## src/rtl/ide_reg_pkg.sv

```systemverilog
package ide_reg_pkg;
  localparam int DW = 32;
  localparam int AW = 7;
  localparam int OW = 6;

  typedef enum logic [1:0] {SEQ_IDLE, SEQ_HOST, SEQ_DEV} seq_state_e;

  // host window offsets (byte addresses, bus_addr[6] = 0)
  localparam logic [OW-1:0] OFS_CTRL  = 6'h00;
  localparam logic [OW-1:0] OFS_STAT  = 6'h04;
  localparam logic [OW-1:0] OFS_PIO   = 6'h08;
  localparam logic [OW-1:0] OFS_FAST0 = 6'h0C;
  localparam logic [OW-1:0] OFS_FAST1 = 6'h10;
  localparam logic [OW-1:0] OFS_DMA0  = 6'h14;
  localparam logic [OW-1:0] OFS_DMA1  = 6'h18;
  localparam logic [OW-1:0] OFS_XBUF  = 6'h1C;

  // control bits
  localparam int CTRL_RST_BIT = 0;
  localparam int CTRL_IEN_BIT = 1;
  localparam int CTRL_EN_BIT  = 7;

  // device window addresses that the block decodes
  localparam logic [AW-1:0] DEV_DATA_ADDR = 7'h40;
  localparam logic [AW-1:0] DEV_HEAD_ADDR = 7'h58;
  localparam int HEAD_DRV_BIT = 4;

  function automatic logic [DW-1:0] pio_word(logic [7:0] t1, logic [7:0] t2,
                                             logic [7:0] t4, logic [7:0] teoc);
    return {teoc, t4, t2, t1};
  endfunction

  function automatic logic [DW-1:0] dma_word(logic [7:0] tm, logic [7:0] td,
                                             logic [7:0] teoc);
    return {teoc, 8'h00, td, tm};
  endfunction

  localparam logic [DW-1:0] PIO_MODE0 = pio_word(8'd6, 8'd28, 8'd2, 8'd23);
  localparam logic [DW-1:0] DMA_MODE0 = dma_word(8'd4, 8'd21, 8'd21);
endpackage

```

## src/rtl/ide_bus_seq.sv

```systemverilog
module ide_bus_seq
  import ide_reg_pkg::*;
(
  input  logic clk,
  input  logic rst_n,
  input  logic bus_valid,
  input  logic bus_we,
  input  logic is_host,
  input  logic fwd_en,
  input  logic dev_ready,
  output logic bus_ready,
  output logic dev_valid,
  output logic host_wr,
  output logic dev_done
);
  seq_state_e state_q;
  logic go_dev;

  assign go_dev = !is_host && fwd_en;

  always_ff @(posedge clk) begin
    if (!rst_n) begin
      state_q <= SEQ_IDLE;
    end else begin
      unique case (state_q)
        SEQ_IDLE: if (bus_valid) state_q <= go_dev ? SEQ_DEV : SEQ_HOST;
        SEQ_HOST: state_q <= SEQ_IDLE;
        SEQ_DEV:  if (dev_ready) state_q <= SEQ_IDLE;
        default:  state_q <= SEQ_IDLE;
      endcase
    end
  end

  assign dev_valid = (state_q == SEQ_DEV);
  assign bus_ready = (state_q == SEQ_HOST) || (dev_valid && dev_ready);
  assign host_wr   = (state_q == SEQ_HOST) && bus_we && is_host;
  assign dev_done  = dev_valid && dev_ready;


  fixed_wait_chk: assert property (@(posedge clk) disable iff (!rst_n)
    (state_q == SEQ_IDLE && bus_valid && !go_dev) |=> bus_ready);


  dev_hold_chk: assert property (@(posedge clk) disable iff (!rst_n)
    (dev_valid && !dev_ready) |=> dev_valid);


  no_fwd_when_off_chk: assert property (@(posedge clk) disable iff (!rst_n)
    (state_q == SEQ_IDLE && bus_valid && !fwd_en) |=> !dev_valid);
endmodule

```

## src/rtl/ide_reg_file.sv

```systemverilog
module ide_reg_file
  import ide_reg_pkg::*;
#(
  parameter int LEVEL = 3,
  parameter int REV   = 1
)(
  input  logic          clk,
  input  logic          rst_n,
  input  logic          wr_en,
  input  logic [OW-1:0] ofs,
  input  logic [DW-1:0] wdata,
  input  logic          dev_irq,
  output logic [DW-1:0] rd_data,
  output logic [DW-1:0] ctrl_q,
  output logic [DW-1:0] pio_q,
  output logic [DW-1:0] fast0_q,
  output logic [DW-1:0] fast1_q,
  output logic          irq_flag
);
  logic [DW-1:0] dma0_q, dma1_q, xbuf_q;
  logic [DW-1:0] fast0_view, fast1_view, dma0_view, dma1_view, xbuf_view;
  logic stat_wr;

  assign stat_wr = wr_en && (ofs == OFS_STAT);

  always_ff @(posedge clk) begin
    if (!rst_n) begin
      ctrl_q   <= DW'(1);
      pio_q    <= PIO_MODE0;
      fast0_q  <= PIO_MODE0;
      fast1_q  <= PIO_MODE0;
      dma0_q   <= DMA_MODE0;
      dma1_q   <= DMA_MODE0;
      xbuf_q   <= '0;
      irq_flag <= 1'b0;
    end else begin
      if (wr_en) begin
        unique case (ofs)
          OFS_CTRL:  ctrl_q  <= wdata;
          OFS_PIO:   pio_q   <= wdata;
          OFS_FAST0: fast0_q <= wdata;
          OFS_FAST1: fast1_q <= wdata;
          OFS_DMA0:  dma0_q  <= wdata;
          OFS_DMA1:  dma1_q  <= wdata;
          OFS_XBUF:  xbuf_q  <= wdata;
          default: ;
        endcase
      end
      irq_flag <= dev_irq | (irq_flag & (stat_wr ? wdata[0] : 1'b1));
    end
  end

  generate
    if (LEVEL >= 2) begin : g_fast_vis
      assign fast0_view = fast0_q;
      assign fast1_view = fast1_q;
    end else begin : g_fast_hid
      assign fast0_view = '0;
      assign fast1_view = '0;
    end
    if (LEVEL >= 3) begin : g_dma_vis
      assign dma0_view = dma0_q;
      assign dma1_view = dma1_q;
      assign xbuf_view = xbuf_q;
    end else begin : g_dma_hid
      assign dma0_view = '0;
      assign dma1_view = '0;
      assign xbuf_view = '0;
    end
  endgenerate

  always_comb begin
    unique case (ofs)
      OFS_CTRL:  rd_data = ctrl_q;
      OFS_STAT:  rd_data = {4'(LEVEL), 4'(REV), 23'h0, irq_flag};
      OFS_PIO:   rd_data = pio_q;
      OFS_FAST0: rd_data = fast0_view;
      OFS_FAST1: rd_data = fast1_view;
      OFS_DMA0:  rd_data = dma0_view;
      OFS_DMA1:  rd_data = dma1_view;
      OFS_XBUF:  rd_data = xbuf_view;
      default:   rd_data = '0;
    endcase
  end


  ctrl_only_on_write_chk: assert property (@(posedge clk) disable iff (!rst_n)
    !(wr_en && ofs == OFS_CTRL) |=> $stable(ctrl_q));


  flag_clear_only_by_stat_chk: assert property (@(posedge clk) disable iff (!rst_n)
    (irq_flag && !stat_wr) |=> irq_flag);


  flag_set_by_irq_chk: assert property (@(posedge clk) disable iff (!rst_n)
    $rose(irq_flag) |-> $past(dev_irq));
endmodule

```

## src/rtl/ide_timing_sel.sv

```systemverilog
module ide_timing_sel
  import ide_reg_pkg::*;
#(
  parameter int LEVEL = 3
)(
  input  logic          clk,
  input  logic          rst_n,
  input  logic [AW-1:0] dev_addr,
  input  logic          dev_done,
  input  logic          dev_we,
  input  logic          head_bit,
  input  logic [DW-1:0] pio_q,
  input  logic [DW-1:0] fast0_q,
  input  logic [DW-1:0] fast1_q,
  output logic [DW-1:0] timing
);
  logic drv_sel_q;
  logic head_wr;

  assign head_wr = dev_done && dev_we && (dev_addr == DEV_HEAD_ADDR);

  always_ff @(posedge clk) begin
    if (!rst_n)       drv_sel_q <= 1'b0;
    else if (head_wr) drv_sel_q <= head_bit;
  end

  generate
    if (LEVEL >= 2) begin : g_fast
      always_comb begin
        if (dev_addr == DEV_DATA_ADDR) timing = drv_sel_q ? fast1_q : fast0_q;
        else                           timing = pio_q;
      end
    end else begin : g_pio_only
      assign timing = pio_q;
    end
  endgenerate


  drv_sel_snoop_chk: assert property (@(posedge clk) disable iff (!rst_n)
    !head_wr |=> $stable(drv_sel_q));
endmodule

```

## src/rtl/ide_reg_front.sv

```systemverilog
module ide_reg_front
  import ide_reg_pkg::*;
#(
  parameter int LEVEL = 3,
  parameter int REV   = 1
)(
  input  logic          clk,
  input  logic          rst_n,
  input  logic          bus_valid,
  output logic          bus_ready,
  input  logic          bus_we,
  input  logic [AW-1:0] bus_addr,
  input  logic [DW-1:0] bus_wdata,
  output logic [DW-1:0] bus_rdata,
  output logic          dev_valid,
  input  logic          dev_ready,
  output logic          dev_we,
  output logic [AW-1:0] dev_addr,
  output logic [DW-1:0] dev_wdata,
  input  logic [DW-1:0] dev_rdata,
  output logic [DW-1:0] dev_timing,
  input  logic          dev_irq,
  output logic          dev_rst,
  output logic          irq_out
);
  logic          is_host, host_wr, dev_done, irq_flag;
  logic [DW-1:0] reg_rd, ctrl_q, pio_q, fast0_q, fast1_q;

  assign is_host   = !bus_addr[AW-1];
  assign dev_we    = bus_we;
  assign dev_addr  = bus_addr;
  assign dev_wdata = bus_wdata;
  assign dev_rst   = ctrl_q[CTRL_RST_BIT];
  assign irq_out   = irq_flag && ctrl_q[CTRL_IEN_BIT];
  assign bus_rdata = dev_valid ? dev_rdata : (is_host ? reg_rd : '0);

  ide_bus_seq u_seq (
    .clk(clk), .rst_n(rst_n), .bus_valid(bus_valid), .bus_we(bus_we),
    .is_host(is_host), .fwd_en(ctrl_q[CTRL_EN_BIT]), .dev_ready(dev_ready),
    .bus_ready(bus_ready), .dev_valid(dev_valid), .host_wr(host_wr),
    .dev_done(dev_done)
  );

  ide_reg_file #(.LEVEL(LEVEL), .REV(REV)) u_regs (
    .clk(clk), .rst_n(rst_n), .wr_en(host_wr), .ofs(bus_addr[OW-1:0]),
    .wdata(bus_wdata), .dev_irq(dev_irq), .rd_data(reg_rd), .ctrl_q(ctrl_q),
    .pio_q(pio_q), .fast0_q(fast0_q), .fast1_q(fast1_q), .irq_flag(irq_flag)
  );

  ide_timing_sel #(.LEVEL(LEVEL)) u_tsel (
    .clk(clk), .rst_n(rst_n), .dev_addr(bus_addr), .dev_done(dev_done),
    .dev_we(bus_we), .head_bit(bus_wdata[HEAD_DRV_BIT]), .pio_q(pio_q),
    .fast0_q(fast0_q), .fast1_q(fast1_q), .timing(dev_timing)
  );


  dev_req_stable_chk: assert property (@(posedge clk) disable iff (!rst_n)
    (dev_valid && !dev_ready) |=> $stable(dev_addr) && $stable(dev_timing));
endmodule

```

## config.mk

```make
export PLATFORM = sky130hd
export DESIGN_NAME = ide_reg_front
export DESIGN_NICKNAME = d
export VERILOG_FILES = /design/src/rtl/ide_reg_pkg.sv /design/src/rtl/ide_bus_seq.sv /design/src/rtl/ide_reg_file.sv /design/src/rtl/ide_timing_sel.sv /design/src/rtl/ide_reg_front.sv
export SDC_FILE = /design/constraint.sdc
export NUM_CORES = 1
export LEC_CHECK = 0
export ABC_AREA = 1
export ABC_CLOCK_PERIOD_IN_PS = 2300
export BUFFER_PORTS_ARGS = -buffer_cell sky130_fd_sc_hd__buf_2
export CORE_MARGIN = 2
export CORE_UTILIZATION = 45
export DETAILED_ROUTE_END_ITERATION = 8
export GPL_TIMING_DRIVEN = 0
export PLACE_DENSITY = 0.63
export SETUP_SLACK_MARGIN = 0.05
export SYNTH_ARGS = -nofsm -noshare
export SYNTH_HDL_FRONTEND = slang
export SYNTH_SLANG_ARGS = --single-unit
```

## constraint.sdc

```tcl
create_clock -name clk -period 2.3 [get_ports clk]
set_input_delay 0.46 -clock clk [delete_from_list [all_inputs] [get_ports clk]]
set_output_delay 0.46 -clock clk [all_outputs]
set_load 0.05 [all_outputs]
```

---- Yosys cells after proc, flatten, opt, wreduce, memory -nomap -nowiden ----
Cells that the tools add are included.
Widths: inputs -> output; s select.
word-level totals
  flip-flop bits (word level) ............. 228
  latch bits .............................. 0
  bits in writable memories ............... 0
  bits in read-only memories .............. 0
  bits of input ports ..................... 77
  output and inout bits ................... 108
  logic and storage cells ................. 55
  memories kept ........................... 0
cells by class
  add/sub/neg operators ................... 0
  multiply operators ...................... 0
  divide/modulo/power cells ............... 0
  $lt $le $gt $ge ......................... 0
  equal/unequal tests ..................... 13
  shift-type cells ........................ 0
  mux-type cells .......................... 10
  bitwise logic cells ..................... 2
  reduce and logical (&&, ||, !) cells .... 20
operator list
  cell                count
  $pmux 32 s8         1
  $mux 32             4
  $eq 6x5->1 const B  4
  $reduce_and 2->1    8
  $eq 7x7->1 const B  2
  $eq 6x4->1 const B  2
  $logic_and 1x1->1   8
  $eq 6x3->1 const B  1
  $logic_not 6->1     1
  $mux 2              3
  $pmux 2 s2          1
  $eq 2x1->1 const B  1
  $eq 2x2->1 const B  1
  $logic_not 2->1     1
  $ne 2x1->1 const B  1
  $ne 2x2->1 const B  1
  $and 1x1->1         1
  $logic_not 1->1     1
  $logic_or 1x1->1    1
  $mux 1              1
  $or 1x1->1          1

---- Longest topological paths before layout ----
Gate-level depths: netlist of run 1.
  depth after elaboration ................. 7
  gate-level depth with buffers ........... 11
  gate-level depth less buffers ........... 10

---- Hierarchy ----
Synthesis of run 1 repeated with hierarchy kept, for this count alone.
unflattened totals
  cells, all modules ...................... 2115
  area, all modules ....................... 12929.9 um^2
by module, submodules not included
  module          instances  cells each  area an instance (um^2)  sequential area each (um^2)
  ide_reg_file    1          1721        11063.1                  4504.3
  ide_timing_sel  1          227         988.4                    20.0
  ide_reg_front   1          147         752.0                    0.0
  ide_bus_seq     1          20          126.4                    40.0

---- Worst setup path after synthesis of run 1 ----
OpenSTA, ideal clock, no wires.
  path type ............................... input -> output
  start ................................... input port bus_addr[1]
  end ..................................... output port dev_timing[3]
  arrival time ............................ 2053 ps
  required time ........................... 1840 ps
  setup slack ............................. -213 ps
  cell stages on the path ................. 7
  path buffers ............................ 1
  path through ............................ nor2_1 -> nand2_1 -> inv_2 -> nand2_2 -> nor2_4 -> clkbuf_1 -> o21ai_0
between the ends
  word-level cells in the longest chain between the ends .. 2
RTL lines
  what                RTL line              source
  start: declaration  ide_reg_front.sv:12   input logic [AW-1:0] bus_addr,
  $eq 7x7->1          ide_timing_sel.sv:30  if (dev_addr == DEV_DATA_ADDR) timing = drv_sel_q ? fast1_q : fast0_q;
  $mux 32             ide_timing_sel.sv:30
  end: declaration    ide_reg_front.sv:21   output logic [DW-1:0] dev_timing,
Every way passes these cells.

---- Worst setup path in the final report of run 1 ----
  start ................................... input port bus_addr[2]
  end ..................................... output port bus_rdata[8]
between the ends
  word-level cells in the longest chain between the ends .. 4
  elaborated cells between the ends (all ways) .. 11
  classes of those cells .................. eq/ne: 7; mux: 3; reduce/logical: 1
RTL lines
  what                                      RTL line             source
  $eq 6x5->1, or another cell as far along  ide_reg_file.sv:73   unique case (ofs)
  $pmux 32 s8 *                             ide_reg_file.sv:73
  $mux 32 * (2 in a row)                    ide_reg_front.sv:35  assign bus_rdata = dev_valid ? dev_rdata : (is_host ? reg_rd : '0);
  end: declaration                          ide_reg_front.sv:14  output logic [DW-1:0] bus_rdata,
Every way passes the cells marked *; elsewhere a longest branch is shown, timed or not.

==> results of run 1 <==
-- layout make-up --
type | instances | area [µm²] | share of cell area (%)
clock inverters | 12 | 121.4 | 0.7421
clock buffers | 35 | 724.4 | 4.430
multi-input cells | 1163 | 6439 | 39.37
well taps | 330 | 412.9 | 2.525
flip-flops and latches | 228 | 4568 | 27.93
plain buffers | 178 | 1528 | 9.341
inverters | 88 | 330.3 | 2.020
repair buffers | 241 | 2231 | 13.64
-- routing by layer --
layer | global-route usage (%) | part of all wire (%)
met1 | 50.72 | 38
met2 | 59.63 | 42
met3 | 10.66 | 13
met4 | 23.09 | 6.9
met5 | 0 | 0
-- power by group --
part / switching [mW] / internal (mW)
logic: 0.718 / 0.311
registers: 0.00507 / 3.95
clock network: 1.75 / 2.43
total: 2.48 / 6.70
-- what timing repair did --
action                     in CTS  in global routing
setup endpoints to repair      66                 64
gates resized for setup       463                165
setup buffers                  24                 20
gates cloned                    9                  6
pin swaps                      48                 52
-- sequential cells by signal, summed over array words and instances (netlist names) --
register	cells
u_regs.xbuf_q	32
u_regs.fast1_q	32
u_regs.irq_flag	1
u_seq.state_q	2
u_regs.fast0_q	32
u_regs.dma1_q	32
u_regs.ctrl_q	32
u_regs.pio_q	32
u_regs.dma0_q	32
u_tsel.drv_sel_q	1
-- cell usage in the layout, fill, tap and decap left out, types with 4 or more instances in the layout --
cell type,count
nand2_1,244
dfxtp_1,225
o21ai_0,198
a21oi_1,169
nor2_1,147
buf_2,145
nand4_1,129
buf_4,90
buf_6,80
nand3_1,77
inv_1,75
nand2_4,48
clkbuf_16,41
nand2_2,34
clkbuf_1,33
o21ai_2,31
buf_8,28
buf_12,19
mux2_4,19
o211ai_1,16
nor2_2,14
inv_2,13
nor2_4,13
clkinv_2,9
clkbuf_4,8
clkbuf_8,6
o21ai_4,5
nor3_1,4
a21oi_2,4
-- critical path: cells and delay by family --
kind / cells / cell delay (ns)
buf+inv: 5 / 0.67
simple gates: 8 / 0.77
-- cell families (layout without fill, tap and decap cells) --
family	count (synthesis)	in the layout	synth area share [%]
AOI/OAI and AO/OA	428	428	19.16
muxes	21	21	2.053
DFF	228	228	39.63
and+or+nand+nor	714	714	27.93
buffers and inverters	269	554	11.22
-- worst paths after layout --
check	from	endpoint	cells after the start
worst min register to register	u_regs.dma1_q[12]	u_regs.dma1_q[12]	2
worst min-delay path	dev_irq	u_regs.irq_flag	3
worst max-delay path	bus_addr[2]	bus_rdata[8]	13
worst max register to register	u_seq.state_q[1]	u_regs.fast0_q[25]	6
==> results.toml, run 1 <==
[logic_synthesis]
ys_async_sr_fraction_pct = 0
synth_top_area_cell = "dfxtp_1"
synth_cell_type_count = 27
synth_top_area_share_pct = 39.63
syn_nets = 1737
yosysSeqAreaShare_pct = 39.63
syn_area_mm2 = 0.01152
synth.most_common_cell = "nand2_1"
synth_flop_cell = "dfxtp_1"
ys_ff_latch = 228
synth_commonest_cells = "nand2_1 (321), o21ai_0 (230), dfxtp_1 (228)"
synth.area.top_cells = "dfxtp_1 (40%), nand2_1 (10%), o21ai_0 (10%)"
syn-instance-count = 1660
synth_edf_count = 0
syn_avg_cell_area_um2 = 6.938
synth_warnings = 0

[die]
io_pins = 185
start_util_pct = 45.74
die_w_um = 164.0
die_height_um = 164.0
die-area_mm2 = 0.02689
row_count = 58
core_area_mm2 = 0.02518

[placement]
hpwl_um = 34580
dpl_worst_slack_ns = -0.8584
io_buffers = 183
finalWeightedCongestion = 0.9528
place_area_mm2 = 0.01286
dp.cells = 2173

[global_route]
grt_pass1_wl_um = 78730
grt_max_degree = 14
grt.total_usage_pct = 39.52
grt-ovfl-total = 0
antenna_found_initial = 0
grt_pass1_vias = 12960

[timing]
rsz0062_at_grt = "true"
final.min_clock_period_ns = 2.371
slew_headroom_pct = 33.38
whs_ns = 0.1709
max_freq_mhz = 421.7
fin_crit_sh_pct = 103.1
tightestPinTransition_ns = 0.9994
setup_viol = 33
setup_tns_ns = -0.8779
finalMaxSlewViolations = 0
fin_ws_ns = -0.07130
hold_viol = 0
fin_skew_ns = 0.01831

[clock_network]
cts_tree = "built"
clk_path_buf_depth = 3
htreeDepth = 1
cts_root_buf = "clkbuf_16"
clk_latency_ns = 0.55
clk_pin_slew_worst_paths_ns = 0.06
clock_sinks = 228
ctsHoldBuffers = 0
cts_buffers = 26

[pwr]
p_per_area_mw_per_mm2 = 560.9
total_power_mw = 9.173
p_leak_nw = 8.025
irDropWorstVdd_v = 0.0004020

[routing]
vias_per_cell = 6.095
ant_nets = 0
drcViolationCount = 0
wl_um = 55600
wl_per_cell_um = 24.44
drt_iter0_drc = 1804
drt_first_pass_iters = 5
via_count = 13870

[setup_path]
path_cells = "buf_12, inv_2, nand2_4, nor2_8, nand2_4, buf_12, clkbuf_16, nor2_1, nor2_1, nand2_1, nand2_4, nand2_2, buf_8"
path_common_cell = "nand2_4"
arrival_ns = 1.91
crit_slowest_cell = "nor2_8"
crit_fanout = 6
setup.worst_path.class = "in2out"
r2r_setup_slack_ns = 0.11
critical_path.max_stage_delay_ns = 0.20
critPathLaunchType = "input pin"
critical_path_required_ns = 1.84
cp-end-kind = "output port"

[final_layout]
antenna_cells = 0
finalInstanceArea_mm2 = 0.01635
fill_cells = 2187
syn2layout_area_growth_pct = 42.00
drive_gt1_share_pct = 32.19
fin_cells = 2275
fin_util_pct = 64.95
nNetsFinal = 2003

[outcome]
outcome = "finished with violations"
violations = "setup timing"

[min_path]
worst_hold_path_type = "in2reg"

[job]
maxCapViolations = 0
Note: power is estimated with default switching activity, not from simulation.
==> run 2: changes to the inputs <==
--- a/config.mk
+++ b/config.mk
@@ -6,12 +6,13 @@
 export NUM_CORES = 1
 export LEC_CHECK = 0
 export ABC_AREA = 1
-export ABC_CLOCK_PERIOD_IN_PS = 2300
 export BUFFER_PORTS_ARGS = -buffer_cell sky130_fd_sc_hd__buf_2
 export CORE_MARGIN = 2
 export CORE_UTILIZATION = 45
 export DETAILED_ROUTE_END_ITERATION = 8
+export GPL_ROUTABILITY_DRIVEN = 0
 export GPL_TIMING_DRIVEN = 0
+export MAX_ROUTING_LAYER = met4
 export PLACE_DENSITY = 0.63
 export SETUP_SLACK_MARGIN = 0.05
 export SYNTH_ARGS = -nofsm -noshare
==> results.toml, run 2 (synthesis results as in run 1) <==
[outcome]
outcome = "finished with violations"
violations = "setup timing"

[die]
start_util_pct = 45.74
die-area_mm2 = 0.02689
io_pins = 185
row_count = 58
die_w_um = 164.0
core_area_mm2 = 0.02518
die_height_um = 164.0

[timing]
fin_ws_ns = -0.09345
finalMaxSlewViolations = 0
whs_ns = 0.1758
final.min_clock_period_ns = 2.393
fin_skew_ns = 0.009710
rsz0062_at_grt = "true"
hold_viol = 0
fin_crit_sh_pct = 104.1
slew_headroom_pct = 38.08
max_freq_mhz = 417.8
tightestPinTransition_ns = 0.9288
setup_viol = 37

[final_layout]
fill_cells = 2121
fin_util_pct = 65.10
final_common_cell = "nand2_1"
multi_input_area_mm2 = 0.006434
drive_gt1_share_pct = 32.18
nNetsFinal = 2001
syn2layout_area_growth_pct = 42.35
register_area_mm2 = 0.004568
most-common-layout-cells = "nand2_1 (239), dfxtp_1 (225), o21ai_0 (198), a21oi_1 (168), nor2_1 (152)"

[routing]
drt_iter0_drc = 2163
wl_per_cell_um = 24.39
via_count = 14000
vias_per_cell = 6.161
drcViolationCount = 0
drt_first_pass_iters = 9
wl_um = 55430
ant_nets = 0

[placement]
dpl_worst_slack_ns = -0.8614
hpwl_um = 34070
io_buffers = 183

[setup_path]
critPathLaunchType = "flop"
worstReg2RegEnd = "u_regs.fast0_q[12]"
crit_path_end = "bus_rdata[12]"
r2r_setup_slack_ns = 0.09
arrival_ns = 1.93
setup.worst_path.class = "reg2out"
r2r_start = "u_seq.state_q[1]"
reg2reg_depth = 6
cp-end-kind = "output port"
crit_fanout = 8
startpoint = "u_seq.state_q[1]"
critical_path_required_ns = 1.84

[min_path]
worst_hold_path_type = "in2reg"
hp-start = "bus_wdata[28]"

[pwr]
p_clk_share_pct = 44.4
p_int_mw = 6.578
p_comb_share_pct = 11.7
p_leak_nw = 7.944
p_seq_share_pct = 43.8
p_per_area_mw_per_mm2 = 551.4
irDropWorstVdd_v = 0.0004183
p_sw_share_pct = 27.22
switchingPower_mw = 2.461

[job]
maxCapViolations = 0

[clock_network]
cts_buffers = 25
cts_root_buf = "clkbuf_16"
clk_latency_ns = 0.54
ctsHoldBuffers = 0
clk_path_buf_depth = 3
clock_sinks = 228
cts_tree = "built"
clk_pin_slew_worst_paths_ns = 0.06
htreeDepth = 1

[global_route]
grt_pass1_vias = 12740
grt_max_degree = 13
grt-ovfl-total = 0
antenna_found_initial = 0
grt_pass1_wl_um = 77220
grt.total_usage_pct = 39.75
## run 2: cell type report
type                            count  area share, %
Inverter                           88          2.015
Clock inverter                      5         0.1755
Buffer                            178          9.784
Multi-Input combinational cell   1163          39.24
Antenna cell                        1        0.01526
Clock buffer                       40          4.709
Timing Repair Buffer              240          13.68
Tap cell                          330          2.519
Sequential cell                   228          27.86
## run 2: through the flow
step,cell area [µm²],cells,setup TNS (ns),power [mW]
after floorplan,11530,1660,-2.983,4.519
after global placement,12860,2173,-53.06,4.863
after detailed placement,12860,2173,-52.75,4.865
after CTS,15360,2254,-3.131,8.846
after global routing,16390,2272,-4.139,9.173
final,16390,2273,-1.976,9.039
## run 2: power by group through the flow
stage | logic (mW) | registers [mW] | clock network, mW
6_report | 1.06 | 3.96 | 4.02
3_5_place_dp | 0.818 | 4.05 | 0
4_1_cts | 0.909 | 3.96 | 3.98
5_1_grt | 1.08 | 3.96 | 4.14
2_1_floorplan | 0.473 | 4.05 | 0
3_3_place_gp | 0.817 | 4.05 | 0
## run 2: worst min-delay path by stage
stage,endpoint,slack [ns],cells past startpoint
2_1_floorplan,u_regs.dma0_q[10],0.43,2
6_report,u_regs.fast0_q[28],0.18,3
5_1_grt,u_regs.fast0_q[28],0.20,3
3_3_place_gp,u_regs.dma0_q[10],0.44,2
4_1_cts,u_regs.irq_flag,0.16,3
3_5_place_dp,u_regs.dma0_q[2],0.45,2
## run 2: layer usage
layer	share of wire [%]	wire (µm)	track usage, %	vias to the layer above
met4	6.5	3608	22.05	0
met5	0	0	-	-
met2	42	23190	56.93	1107
met3	14	7915	11.39	283
li1	-	-	-	6126
met1	37	20720	50.25	6488
## run 2: repair_timing
item,in CTS,in global routing
pin swaps,35,48
buffers inserted,30,12
gates resized for setup,410,227
endpoints found under the setup margin,66,65
cloned,7,9
## run 2: critical path: stages, from the launching register on
cell and delay [ns]:
dfxtp_2 0.32, inv_2 0.07, nor2_4 0.06, nor4_4 0.16
buf_6 0.27, clkbuf_16 0.21, nand2_2 0.08, nand2_2 0.08
buf_8 0.14
==> run 3: changes to the inputs <==
--- a/config.mk
+++ b/config.mk
@@ -7,7 +7,6 @@
 export LEC_CHECK = 0
 export ABC_AREA = 1
 export BUFFER_PORTS_ARGS = -buffer_cell sky130_fd_sc_hd__buf_2
-export CORE_MARGIN = 2
 export CORE_UTILIZATION = 45
 export DETAILED_ROUTE_END_ITERATION = 8
 export GPL_ROUTABILITY_DRIVEN = 0
==> results.toml, run 3 (synthesis results as in run 1) <==
[outcome]
outcome = "finished with violations"
violations = "setup timing"

[clock_network]
htreeDepth = 1
clk_path_buf_depth = 3
clock_sinks = 228
clk_pin_slew_worst_paths_ns = 0.06
ctsHoldBuffers = 0
cts_tree = "built"
cts_buffers = 26
clk_latency_ns = 0.55
cts_root_buf = "clkbuf_16"

[routing]
drt_first_pass_iters = 6
drt_iter0_drc = 1881
wl_um = 54570
ant_nets = 0
wl_per_cell_um = 24.11
drcViolationCount = 0
vias_per_cell = 6.152
via_count = 13920

[die]
die_height_um = 162.0
row_count = 58
start_util_pct = 45.87
die-area_mm2 = 0.02624
die_w_um = 162.0
io_pins = 185
core_area_mm2 = 0.02511

[setup_path]
path_common_cell = "nand2_2"
critPathLaunchType = "input pin"
setup.worst_path.class = "in2out"
cp_num_buf_inv = 5
crit_fanout = 10
crit_family = "buffers and inverters"
path_cells = "buf_2, inv_2, nor2_4, buf_4, buf_4, nand4_1, nand2_1, nor2_1, nand2_2, nand2_2, nand2_2, buf_8"
arrival_ns = 1.94
cp-end-kind = "output port"
critical_path.max_stage_delay_ns = 0.24
crit_slowest_cell = "buf_4"
critical_path_required_ns = 1.84

[global_route]
grt_pass1_wl_um = 76480
grt_pass1_vias = 12450
grt-ovfl-total = 0
grt_max_degree = 13
antenna_found_initial = 0
grt.total_usage_pct = 40.39

[timing]
fin_skew_ns = 0.009502
fin_crit_sh_pct = 104.5
finalMaxSlewViolations = 0
slew_headroom_pct = 37.55
whs_ns = 0.1601
tightestPinTransition_ns = 0.9368
max_freq_mhz = 416.0
fin_ws_ns = -0.1040
final.min_clock_period_ns = 2.404
rsz0062_at_grt = "true"
hold_viol = 0
setup_viol = 59

[final_layout]
antenna_cells = 0
most-common-layout-cells = "nand2_1 (240), dfxtp_1 (225), o21ai_0 (198), a21oi_1 (168), nor2_1 (155)"
nNetsFinal = 1992
syn2layout_area_growth_pct = 39.54
drive_gt1_share_pct = 31.35
fin_util_pct = 64.01
final_common_cell = "nand2_1"
finalInstanceArea_mm2 = 0.01607

[placement]
io_buffers = 183
hpwl_um = 33830
place_area_mm2 = 0.01286

[pwr]
irDropWorstVdd_v = 0.0005486
p_per_area_mw_per_mm2 = 564.0
p_leak_nw = 7.752

[job]
maxCapViolations = 0

[min_path]
worst_hold_path_type = "in2reg"
run 3: cell types whose count changed in the layout (fill, tap and decap cells not counted), sizes merged:
cell,delta
clkbuf,+5
inv,-1
diode,-1
clkinvlp,+1
buf,-14
run 3: what timing repair did:
action                                  CTS  global route
setup buffers                            25             8
resized for setup                       406           177
endpoints found under the setup margin   67            65
pin swaps                                49            33
gates cloned                              6             7
run 3: where the power goes:
| part | internal [mW] | switching [mW] | total, mW |
|---|---|---|---|
| logic | 0.306 | 0.711 | 1.02 |
| registers | 3.95 | 0.00452 | 3.96 |
| clock network | 2.33 | 1.75 | 4.09 |
| total | 6.60 | 2.47 | 9.06 |
run 3: path summary, 6_finish.rpt:
check                     from            endpoint  slack [ns]  depth (start not counted)
max                bus_addr[4]       bus_rdata[12]       -0.10                         12
min              bus_wdata[28]  u_regs.fast0_q[28]        0.16                          3
max reg2reg   u_seq.state_q[1]  u_regs.fast0_q[12]       -0.06                          6
min reg2reg  u_regs.dma1_q[12]   u_regs.dma1_q[12]        0.47                          2
run 3: metal layers:
metal	vias to the layer above	GRT usage, %	wire [µm]
met5	-	-	0
met4	0	21.70	3162
met3	238	10.52	7659
met2	1079	57.30	22820
met1	6489	52.23	20930
li1	6115	-	-
run 3: tightest hold or removal path, cell delays in order:
cell and delay [ns]:
buf_2 0.10, a21oi_1 0.06, o21ai_0 0.06
run 3: layout make-up:
cell class | count | area [µm²]
tap | 330 | 412.9
fill | 2228 | 9037
buffer | 179 | 1548
sequential | 228 | 4568
inverter | 88 | 330.3
timing repair buffer | 229 | 2067
clock buffer | 41 | 788.3
multi-input combinational | 1163 | 6330
clock inverter | 5 | 27.53
run 3: stage by stage:
stage	total power, mW	setup slack (ns)	TNS, ns	std cells
3_5_place_dp	4.865	-0.9189	-54.10	2173
6_report	9.064	-0.1040	-3.383	2263
5_1_grt	9.181	-0.1487	-5.321	2263
4_1_cts	8.892	-0.1236	-3.148	2249
3_3_place_gp	4.863	-0.9030	-52.69	2173
2_1_floorplan	4.519	-0.2131	-2.983	1660
